--- config.mk ---
export PLATFORM = sky130hd
export DESIGN_NAME = sfp_unit
export DESIGN_NICKNAME = d
export VERILOG_FILES = /design/src/rtl/sfp_pkg.sv /design/src/rtl/sfp_decode.sv /design/src/rtl/sfp_seq.sv /design/src/rtl/sfp_ptr.sv /design/src/rtl/sfp_unit.sv
export SDC_FILE = /design/constraint.sdc
export NUM_CORES = 1
export LEC_CHECK = 0
export BUFFER_PORTS_ARGS = -buffer_cell sky130_fd_sc_hd__buf_2
export CORE_ASPECT_RATIO = 1.1
export CORE_MARGIN = 8
export CORE_UTILIZATION = 40
export DETAILED_ROUTE_END_ITERATION = 6
export PLACE_DENSITY = 0.72
export SLEW_MARGIN = 20
export SYNTH_ARGS = -nofsm -noshare
export SYNTH_HDL_FRONTEND = slang
export SYNTH_SLANG_ARGS = --single-unit
--- constraint.sdc ---
create_clock -name clk -period 4.66 [get_ports clk]
set_clock_uncertainty 0.1 [all_clocks]
set_input_delay 0.932 -clock clk [delete_from_list [all_inputs] [get_ports clk]]
set_output_delay 0.932 -clock clk [all_outputs]
set_load 0.05 [all_outputs]
--- src/rtl/sfp_pkg.sv ---
package sfp_pkg;
  localparam int INSN_W = 16;
  localparam int LIT_W  = 8;
  localparam int RLIT_W = 6;

  localparam logic [9:0] ADDRET_PFX = 10'b1110_1000_11;
  localparam logic [9:0] SUBRET_PFX = 10'b1110_1001_11;
  localparam logic [7:0] PUSH_PFX   = 8'b1111_1010;

  typedef enum logic [1:0] {
    OP_NONE,
    OP_ADDRET,
    OP_SUBRET,
    OP_PUSH
  } sfp_op_e;

  typedef struct packed {
    sfp_op_e          op;
    logic [LIT_W-1:0] lit;
  } sfp_dec_t;

  typedef enum logic {
    ST_FREE,
    ST_SLOT
  } sfp_state_e;
endpackage

--- src/rtl/sfp_decode.sv ---
module sfp_decode
  import sfp_pkg::*;
(
  input  logic [INSN_W-1:0] word_i,
  output sfp_dec_t          dec_o
);
  localparam int PAD_W = LIT_W - RLIT_W;

  logic hit_add;
  logic hit_sub;
  logic hit_push;

  assign hit_add  = (word_i[INSN_W-1 -: 10] == ADDRET_PFX);
  assign hit_sub  = (word_i[INSN_W-1 -: 10] == SUBRET_PFX);
  assign hit_push = (word_i[INSN_W-1 -: 8]  == PUSH_PFX);

  always_comb begin
    dec_o.op  = OP_NONE;
    dec_o.lit = '0;
    if (hit_add) begin
      dec_o.op  = OP_ADDRET;
      dec_o.lit = {{PAD_W{1'b0}}, word_i[RLIT_W-1:0]};
    end else if (hit_sub) begin
      dec_o.op  = OP_SUBRET;
      dec_o.lit = {{PAD_W{1'b0}}, word_i[RLIT_W-1:0]};
    end else if (hit_push) begin
      dec_o.op  = OP_PUSH;
      dec_o.lit = word_i[LIT_W-1:0];
    end
  end

  always_comb begin
    assert_dec_onehot_R8: assert ($onehot0({hit_add, hit_sub, hit_push}));
  end
endmodule

--- src/rtl/sfp_seq.sv ---
module sfp_seq
  import sfp_pkg::*;
(
  input  logic    clk,
  input  logic    rst_n,
  input  logic    insn_valid_i,
  input  sfp_op_e op_i,
  input  logic    dm_wr_ready_i,
  input  logic    ptr_wr_en_i,
  output logic    insn_ready_o,
  output logic    accept_o,
  output logic    dm_wr_valid_o,
  output logic    ret_fire_o,
  output logic    busy_o
);
  sfp_state_e state_q;
  sfp_state_e state_d;
  logic       free;
  logic       is_ret;
  logic       is_push;

  assign free    = (state_q == ST_FREE) && !ptr_wr_en_i;
  assign is_ret  = (op_i == OP_ADDRET) || (op_i == OP_SUBRET);
  assign is_push = (op_i == OP_PUSH);

  assign insn_ready_o  = free && (!is_push || dm_wr_ready_i);
  assign accept_o      = insn_valid_i && insn_ready_o;
  assign dm_wr_valid_o = insn_valid_i && free && is_push;
  assign ret_fire_o    = accept_o && is_ret;
  assign busy_o        = (state_q == ST_SLOT);

  always_comb begin
    state_d = ST_FREE;
    if (state_q == ST_FREE && ret_fire_o) state_d = ST_SLOT;
  end

  always_ff @(posedge clk) begin
    if (!rst_n) state_q <= ST_FREE;
    else        state_q <= state_d;
  end

  assert_pop_single_R4: assert property (@(posedge clk) disable iff (!rst_n)
    ret_fire_o |=> !ret_fire_o);
  assert_slot_blocks_R5: assert property (@(posedge clk) disable iff (!rst_n)
    ret_fire_o |=> (busy_o && !insn_ready_o && !dm_wr_valid_o));
  assert_slot_ends_R5: assert property (@(posedge clk) disable iff (!rst_n)
    busy_o |=> !busy_o);
endmodule

--- src/rtl/sfp_ptr.sv ---
module sfp_ptr
  import sfp_pkg::*;
#(
  parameter int                PTR_W     = 14,
  parameter logic [PTR_W-1:0]  RESET_PTR = '0
) (
  input  logic             clk,
  input  logic             rst_n,
  input  logic             load_en_i,
  input  logic [PTR_W-1:0] load_val_i,
  input  logic             step_en_i,
  input  sfp_op_e          op_i,
  input  logic [LIT_W-1:0] lit_i,
  output logic [PTR_W-1:0] ptr_o
);
  localparam int EXT_W = PTR_W - LIT_W;

  logic [PTR_W-1:0] ptr_q;
  logic [PTR_W-1:0] ptr_d;
  logic [PTR_W-1:0] lit_ext;

  assign lit_ext = {{EXT_W{1'b0}}, lit_i};

  always_comb begin
    ptr_d = ptr_q;
    if (load_en_i) begin
      ptr_d = load_val_i;
    end else if (step_en_i) begin
      unique case (op_i)
        OP_ADDRET: ptr_d = ptr_q + lit_ext;
        OP_SUBRET: ptr_d = ptr_q - lit_ext;
        OP_PUSH:   ptr_d = ptr_q - PTR_W'(1);
        default:   ptr_d = ptr_q;
      endcase
    end
  end

  always_ff @(posedge clk) begin
    if (!rst_n) ptr_q <= RESET_PTR;
    else        ptr_q <= ptr_d;
  end

  assign ptr_o = ptr_q;

  assert_load_R9: assert property (@(posedge clk) disable iff (!rst_n)
    load_en_i |=> ptr_o == $past(load_val_i));
  assert_push_dec_R6: assert property (@(posedge clk) disable iff (!rst_n)
    (step_en_i && !load_en_i && op_i == OP_PUSH) |=> ptr_o == $past(ptr_o) - PTR_W'(1));
  assert_idle_hold_R8: assert property (@(posedge clk) disable iff (!rst_n)
    (!step_en_i && !load_en_i) |=> $stable(ptr_o));
endmodule

--- src/rtl/sfp_unit.sv ---
module sfp_unit
  import sfp_pkg::*;
#(
  parameter int               PTR_W     = 14,
  parameter int               PC_W      = 21,
  parameter logic [PTR_W-1:0] RESET_PTR = '0
) (
  input  logic              clk,
  input  logic              rst_n,
  input  logic              insn_valid,
  output logic              insn_ready,
  input  logic [INSN_W-1:0] insn_word,
  output logic              dm_wr_valid,
  input  logic              dm_wr_ready,
  output logic [PTR_W-1:0]  dm_wr_addr,
  output logic [LIT_W-1:0]  dm_wr_data,
  output logic              rs_pop,
  input  logic [PC_W-1:0]   rs_top,
  output logic              pc_load_en,
  output logic [PC_W-1:0]   pc_load_val,
  output logic              busy,
  input  logic              ptr_wr_en,
  input  logic [PTR_W-1:0]  ptr_wr_val,
  output logic [PTR_W-1:0]  frame_ptr
);
  sfp_dec_t dec;
  logic     accept;
  logic     ret_fire;

  sfp_decode u_dec (
    .word_i (insn_word),
    .dec_o  (dec)
  );

  sfp_seq u_seq (
    .clk           (clk),
    .rst_n         (rst_n),
    .insn_valid_i  (insn_valid),
    .op_i          (dec.op),
    .dm_wr_ready_i (dm_wr_ready),
    .ptr_wr_en_i   (ptr_wr_en),
    .insn_ready_o  (insn_ready),
    .accept_o      (accept),
    .dm_wr_valid_o (dm_wr_valid),
    .ret_fire_o    (ret_fire),
    .busy_o        (busy)
  );

  sfp_ptr #(
    .PTR_W     (PTR_W),
    .RESET_PTR (RESET_PTR)
  ) u_ptr (
    .clk        (clk),
    .rst_n      (rst_n),
    .load_en_i  (ptr_wr_en),
    .load_val_i (ptr_wr_val),
    .step_en_i  (accept),
    .op_i       (dec.op),
    .lit_i      (dec.lit),
    .ptr_o      (frame_ptr)
  );

  assign dm_wr_addr  = frame_ptr;
  assign dm_wr_data  = dec.lit;
  assign rs_pop      = ret_fire;
  assign pc_load_en  = ret_fire;
  assign pc_load_val = rs_top;

  assert_addret_R2: assert property (@(posedge clk) disable iff (!rst_n)
    (rs_pop && insn_word[15:6] == ADDRET_PFX) |=>
      frame_ptr == $past(frame_ptr) + PTR_W'($past(insn_word[5:0])));
  assert_subret_R3: assert property (@(posedge clk) disable iff (!rst_n)
    (rs_pop && insn_word[15:6] == SUBRET_PFX) |=>
      frame_ptr == $past(frame_ptr) - PTR_W'($past(insn_word[5:0])));
  assert_stall_hold_R7: assert property (@(posedge clk) disable iff (!rst_n)
    (dm_wr_valid && !dm_wr_ready) |=> $stable(frame_ptr));
  assert_nowrite_busy_R5: assert property (@(posedge clk) disable iff (!rst_n)
    busy |-> (!dm_wr_valid && !rs_pop && !pc_load_en));
  assert_load_blocks_R9: assert property (@(posedge clk) disable iff (!rst_n)
    ptr_wr_en |-> (!insn_ready && !dm_wr_valid));
  assert_push_no_pop_R4: assert property (@(posedge clk) disable iff (!rst_n)
    dm_wr_valid |-> !rs_pop);
endmodule

==> impl_metrics.env, run 1 <==
export IMPL_outcome="completed"
export IMPL_critPathTopFamily="compound AO/OA/AOI/OAI gates"
export IMPL_routed_via_count=1959
export IMPL_worstPathRequired_ns=4.73
export IMPL_ctsResizeCount=0
export IMPL_timing_final_ws_setup_ns=0.422
export IMPL_detail_route_wl_per_cell_um=15.6
export IMPL_syn_cell_area_mm2=0.00190
export IMPL_slew_headroom_pct=59.2
export IMPL_routed_wl_met2_um=2770
export IMPL_cts_made_buffers=3
export IMPL_max_freq_ghz=0.236
export IMPL_viasPerCell=5.49
export IMPL_die_h_um=88.2
export IMPL_unrepaired_setup_endpoints_after_global_routing="no"
export IMPL_worst_hold_start="u_seq.busy_o"
export IMPL_preCtsSetupSlack_ns=0.171
export IMPL_final_max_slew_viol_count=0
export IMPL_number_of_endpoints_with_negative_hold_slack_in_the_final_report=0
export IMPL_dr_wl_met3_um=429
export IMPL_finalNetCount=373
export IMPL_final_hold_worst_slack_ns=0.415
export IMPL_floorplan_die_area_mm2=0.00720
export IMPL_wirelength_um=5550
export IMPL_synth_area_leader_cell="dfxtp_1"
export IMPL_grt_remaining_overflow=0
export IMPL_hold_path_class="reg -> reg"
export IMPL_clk_transition_reported_paths_ns=0.07
export IMPL_worstPathBufferInverterCount=2
export IMPL_drt_pre_antenna_iters=4
export IMPL_grt_use_total_pct=15.1
export IMPL_i_o_pin_total=118
export IMPL_initialDrtViolationCount=122
export IMPL_cts_max_path_buffers=2
export IMPL_cell_pwr_density_mw_per_mm2=222
export IMPL_fin_crit_sh_pct=90.9
export IMPL_synth_area_leaders="dfxtp_1 16%, buf_4 14%, ha_1 9.2%"
export IMPL_timing_critical_path_arrival_ns=4.31
export IMPL_route_antenna_remaining_nets=0
export IMPL_grt_antenna_before_repair=0
export IMPL_grt_pass1_vias=1904
export IMPL_irDropWorstVdd_mv=0.184
export IMPL_tritoncts_clock_tree="yes"
export IMPL_max_stage_delay_ns=0.36
export IMPL_coreArea_mm2=0.00462
export IMPL_worst_pin_slew_ns=0.612
export IMPL_fp_dieW_um=81.6
export IMPL_postSynthNetCount=333
export IMPL_setup_violations=0
export IMPL_ys_warnings_count=0
export IMPL_met1Wirelength_um=2280
export IMPL_critical_path_peak_fanout=7
export IMPL_route_top_layer_used="met4"
export IMPL_routabilityCongestion=0.883
export IMPL_grt_pass1_wl_um=8770
export IMPL_synth_async_sr_flop_share_pct=0
export IMPL_synth_cells=262
export IMPL_synth_top_cell_area_share_pct=15.8
export IMPL_p_leak_uw=0.00101
export IMPL_drc=0
export IMPL_path_cells="buf_2 > nand2_1 > nor2_1 > o21a_1 > nand2_1 > ha_1 > a21oi_1 > mux2_2 > a22oi_1 > ha_1 > a21o_1 > a221oi_1 > buf_4 > o21bai_1 > a21oi_1 > xor2_1 > a211oi_1"
export IMPL_timing_rr_start="u_ptr.ptr_o[0]"
export IMPL_primary_ff_master_synth="dfxtp_1"
export IMPL_std_cell_rows=26
export IMPL_fin_tns_setup_ns=0
export IMPL_synthesis_area_per_instance_um2=7.23
export IMPL_critical_path_startpoint="insn_word[12]"
export IMPL_cts_sink_count=15
export IMPL_ys_ff_latch=15
export IMPL_worstSetupEndpointType="flop"
export IMPL_ys_seq_area_share_pct=15.8
export IMPL_area_growth_synth_to_final_pct=10.9
export IMPL_layout_cell_share_with_drive_strength_beyond_1_pct=29.9
export IMPL_largest_net_degree_at_the_start_of_global_routing=16
export IMPL_worst_setup_path_start_kind="input port"
export IMPL_clk_latency_ns=0.26
export IMPL_portBuffers=75
export IMPL_maxCapViolCount=0
export IMPL_post_cts_buffers=0
export IMPL_timing_final_crit_period_ns=4.24
export IMPL_floorplan_initialDensity_pct=41.0
export IMPL_half_perimeter_wire_length_of_the_detailed_placement_result_um=4520
export IMPL_totalPowerFinal_uw=467
export IMPL_diodes=0
export IMPL_yosys_cell_types_count=52
export IMPL_ctsRootBufferMaster="clkbuf_8"
export IMPL_htree_num_levels=1
export IMPL_cts_hold_fix_buffers=0
export IMPL_worstSetupPathType="in -> reg"
export IMPL_cp_slowest_cell="mux2_2"
export IMPL_synth_enable_flop_cells=0
[metal layers]
layer,up-vias,global-route usage [%]
met2,62,27.0
li1,994,-
met5,-,0
met3,8,3.59
met4,0,3.67
met1,895,17.5
[power breakdown]
part	internal (uW)	leakage [uW]	total (uW)	switching [uW]
Combinational	73.2	0.000857	211	138
Clock	59.4	0.0000255	111	51.9
Sequential	136	0.000124	145	8.88
Total	269	0.00101	467	199
[sequential cells by signal, summed over array words and instances, names as in the netlist]
| register | flops |
|---|---|
| u_ptr.ptr_o | 14 |
| u_seq.busy_o | 1 |
[kinds of logic after synthesis]
kind of cell	count (synthesis)	synth area share, %
multiplexers	2	1.12
buffers and inverters	51	18.0
XOR/XNOR	11	5.08
AO/OA/AOI/OAI	78	26.1
flip-flops	15	15.8
adder cells (fa/ha/maj)	15	10.3
AND/OR/NAND/NOR	90	23.6
[cells in the final DEF (no fill, tap or decap), types with 4 or more instances in the layout]
master / count
a21o_1: 4
a21oi_1: 28
and2_1: 4
and3_1: 5
buf_2: 75
buf_4: 4
dfxtp_1: 15
ha_1: 14
inv_1: 7
nand2_1: 28
nand3_1: 7
nor2_1: 22
nor3_1: 6
o21a_1: 5
o21ai_0: 13
xnor2_1: 7
xor2_1: 4
[cell usage after synthesis, types with 2 or more instances]
cell type and count:
nor2b_1 2, nor4_1 3, xnor2_1 7, a31oi_1 3
o221ai_1 2, ha_1 14, inv_1 7, buf_4 36
a21o_1 4, nand2b_1 2, nand3_1 7, o22ai_1 3
o211ai_1 3, xor2_1 4, a211oi_2 2, a211oi_1 3
and2_1 4, nor2_1 22, and3_1 5, clkbuf_1 6
nand2_1 28, a21oi_1 28, dfxtp_1 15, nor3_1 6
o21a_1 5, buf_6 2, o21ai_0 13, a221oi_1 2
[worst paths after layout]
path,end,slack (ns),cells after the start
worst max-delay path,u_ptr.ptr_o[8],0.42,17
worst min-delay path,u_seq.busy_o,0.42,1
worst max register to register,u_ptr.ptr_o[8],2.22,11
worst min register to register,u_seq.busy_o,0.42,1
[layout make-up]
cell class / instances / area (um2)
inverter: 7 / 26.3
tap: 56 / 70.1
timing repair buffer: 79 / 405
clock inverter: 1 / 5.00
clock buffer: 3 / 41.3
fill: 492 / 2520
multi-input combinational: 196 / 1250
sequential: 15 / 300
[stage by stage]
stage / cell area [um2] / std cells / util, %
3_3_place_gp: 2060 / 353 / 44.5
2_1_floorplan: 1900 / 262 / -
4_1_cts: 2100 / 357 / 45.5
3_5_place_dp: 2060 / 353 / 44.5
5_1_grt: 2100 / 357 / 45.5
6_report: 2100 / 357 / 45.5
Power figures use the tool's default switching activity.
==> run 2, diff against run 1 <==
--- a/config.mk
+++ b/config.mk
@@ -6,4 +6,5 @@
 export NUM_CORES = 1
 export LEC_CHECK = 0
+export ABC_CLOCK_PERIOD_IN_PS = 4660
 export BUFFER_PORTS_ARGS = -buffer_cell sky130_fd_sc_hd__buf_2
 export CORE_ASPECT_RATIO = 1.1
==> constraint.sdc (replaced) <==
create_clock -name clk -period 4.66 [get_ports clk]
set_clock_uncertainty 0.1 [all_clocks]
set_input_delay 0.233 -clock clk [delete_from_list [all_inputs] [get_ports clk]]
set_output_delay 0.233 -clock clk [all_outputs]
set_load 0.05 [all_outputs]
==> run 2 against run 1 <==
Critical path depth is the same. Critical path type unchanged. Sequential power is essentially flat. Largest cell class unchanged. Clock power is essentially flat. Count of clock-buffer cells in the layout is the same.
==> impl_metrics.env, run 2 (synthesis gave the netlist of run 1 again) <==
export IMPL_outcome="completed"
export IMPL_cts_hold_fix_buffers=0
export IMPL_worstPathRequired_ns=4.75
export IMPL_worstRegToRegCells=11
export IMPL_std_cell_rows=26
export IMPL_final_max_slew_viol_count=0
export IMPL_post_cts_buffers=0
export IMPL_worst_pin_slew_ns=0.698
export IMPL_worst_hold_path_num_cells=3
export IMPL_routed_via_count=1924
export IMPL_cell_pwr_density_mw_per_mm2=224
export IMPL_half_perimeter_wire_length_of_the_detailed_placement_result_um=4380
export IMPL_number_of_flip_flops_in_the_largest_register=14
export IMPL_finalNetCount=369
export IMPL_diodes=0
export IMPL_i_o_pin_total=118
export IMPL_p_leak_uw=0.000986
export IMPL_grt_antenna_before_repair=0
export IMPL_grt_remaining_overflow=0
export IMPL_initialDrtViolationCount=148
export IMPL_viasPerCell=5.45
export IMPL_portBuffers=75
export IMPL_final_hold_worst_slack_ns=0.116
export IMPL_critical_path_peak_fanout=8
export IMPL_detail_route_wl_per_cell_um=15.2
export IMPL_slew_headroom_pct=53.3
export IMPL_maxCapViolCount=0
export IMPL_area_growth_synth_to_final_pct=9.31
export IMPL_route_antenna_remaining_nets=0
export IMPL_layout_commonest_cell="buf_2"
export IMPL_cts_sink_count=15
export IMPL_layout_cells_most_common_list="75 x buf_2, 28 x a21oi_1, 28 x nand2_1, 22 x nor2_1, 15 x dfxtp_1"
export IMPL_clk_transition_reported_paths_ns=0.07
export IMPL_tritoncts_clock_tree="yes"
export IMPL_fin_tns_setup_ns=0
export IMPL_worstSetupEndpointType="flop"
export IMPL_grt_pass1_vias=1972
export IMPL_number_of_endpoints_with_negative_hold_slack_in_the_final_report=0
export IMPL_wirelength_um=5360
export IMPL_layout_cell_share_with_drive_strength_beyond_1_pct=29.0
export IMPL_largest_net_degree_at_the_start_of_global_routing=16
export IMPL_cts_made_buffers=3
export IMPL_preCtsSetupSlack_ns=0.656
export IMPL_die_h_um=88.2
export IMPL_fp_dieW_um=81.6
export IMPL_worst_setup_path_start_kind="input port"
export IMPL_drt_pre_antenna_iters=5
export IMPL_setup_violations=0
export IMPL_ctsResizeCount=0
export IMPL_max_freq_ghz=0.265
export IMPL_timing_critical_path_arrival_ns=3.86
export IMPL_timing_final_crit_period_ns=3.78
export IMPL_floorplan_initialDensity_pct=41.0
export IMPL_worstSetupPathType="in -> reg"
export IMPL_cts_max_path_buffers=2
export IMPL_grt_pass1_wl_um=8800
export IMPL_ctsRootBufferMaster="clkbuf_8"
export IMPL_n_fill_cell=476
export IMPL_hold_path_class="in -> reg"
export IMPL_timing_final_ws_setup_ns=0.881
export IMPL_floorplan_die_area_mm2=0.00720
export IMPL_grt_use_total_pct=15.0
export IMPL_irDropWorstVdd_mv=0.0889
export IMPL_htree_num_levels=1
export IMPL_fin_crit_sh_pct=81.1
export IMPL_totalPowerFinal_uw=464
export IMPL_drc=0
export IMPL_unrepaired_setup_endpoints_after_global_routing="no"
export IMPL_clk_latency_ns=0.25
export IMPL_coreArea_mm2=0.00462
export IMPL_routabilityCongestion=0.895
[run 2: cell types whose count changed in the layout (fill, tap and decap cells not counted), sizes merged]
cell / delta
buf: -4
[run 2: area by class of cell]
class                           count  area, um2  share of cell area (%)
Multi-Input combinational cell    196       1250                    60.5
Timing Repair Buffer               75        375                    18.1
Sequential cell                    15        300                    14.5
Tap cell                           56       70.1                    3.38
Clock buffer                        3       41.3                    1.99
Inverter                            7       26.3                    1.27
Clock inverter                      1       5.00                   0.242
[run 2: worst paths after layout]
kind	start	slack, ns	to
max	insn_word[10]	0.88	u_ptr.ptr_o[12]
min	ptr_wr_val[0]	0.12	u_ptr.ptr_o[0]
min reg2reg	u_seq.busy_o	0.39	u_seq.busy_o
max reg2reg	u_ptr.ptr_o[0]	2.05	u_ptr.ptr_o[12]
[run 2: power breakdown]
group / internal (uW) / total, uW / switching (uW)
clock: 59.3 / 112 / 52.8
combinational: 70.6 / 207 / 137
sequential: 136 / 145 / 8.71
[run 2: through the flow]
stage	area, um2	util (%)	cells
after CTS	2070	44.9	353
final	2070	44.9	353
after global routing	2070	44.9	353
after detailed placement	2030	43.9	349
after floorplan	1900	-	262
after global placement	2030	43.9	349
[run 2: worst max-delay path, stage by stage]
cell,delay (ns)
buf_2,0.09
nor2b_1,0.12
and4_1,0.36
o21a_1,0.26
nand2_1,0.12
ha_1,0.24
a21oi_1,0.19
mux2_2,0.35
a22oi_1,0.15
ha_1,0.30
a21o_1,0.21
a221oi_1,0.54
o211ai_1,0.19
o211ai_1,0.14
xnor2_1,0.14
nand2_1,0.07
a21oi_1,0.13
[run 2: metal layers]
layer	track usage, %	routed length [um]
met4	4.47	62
met3	3.29	424
met5	0	0
met1	16.4	2150
met2	27.8	2730
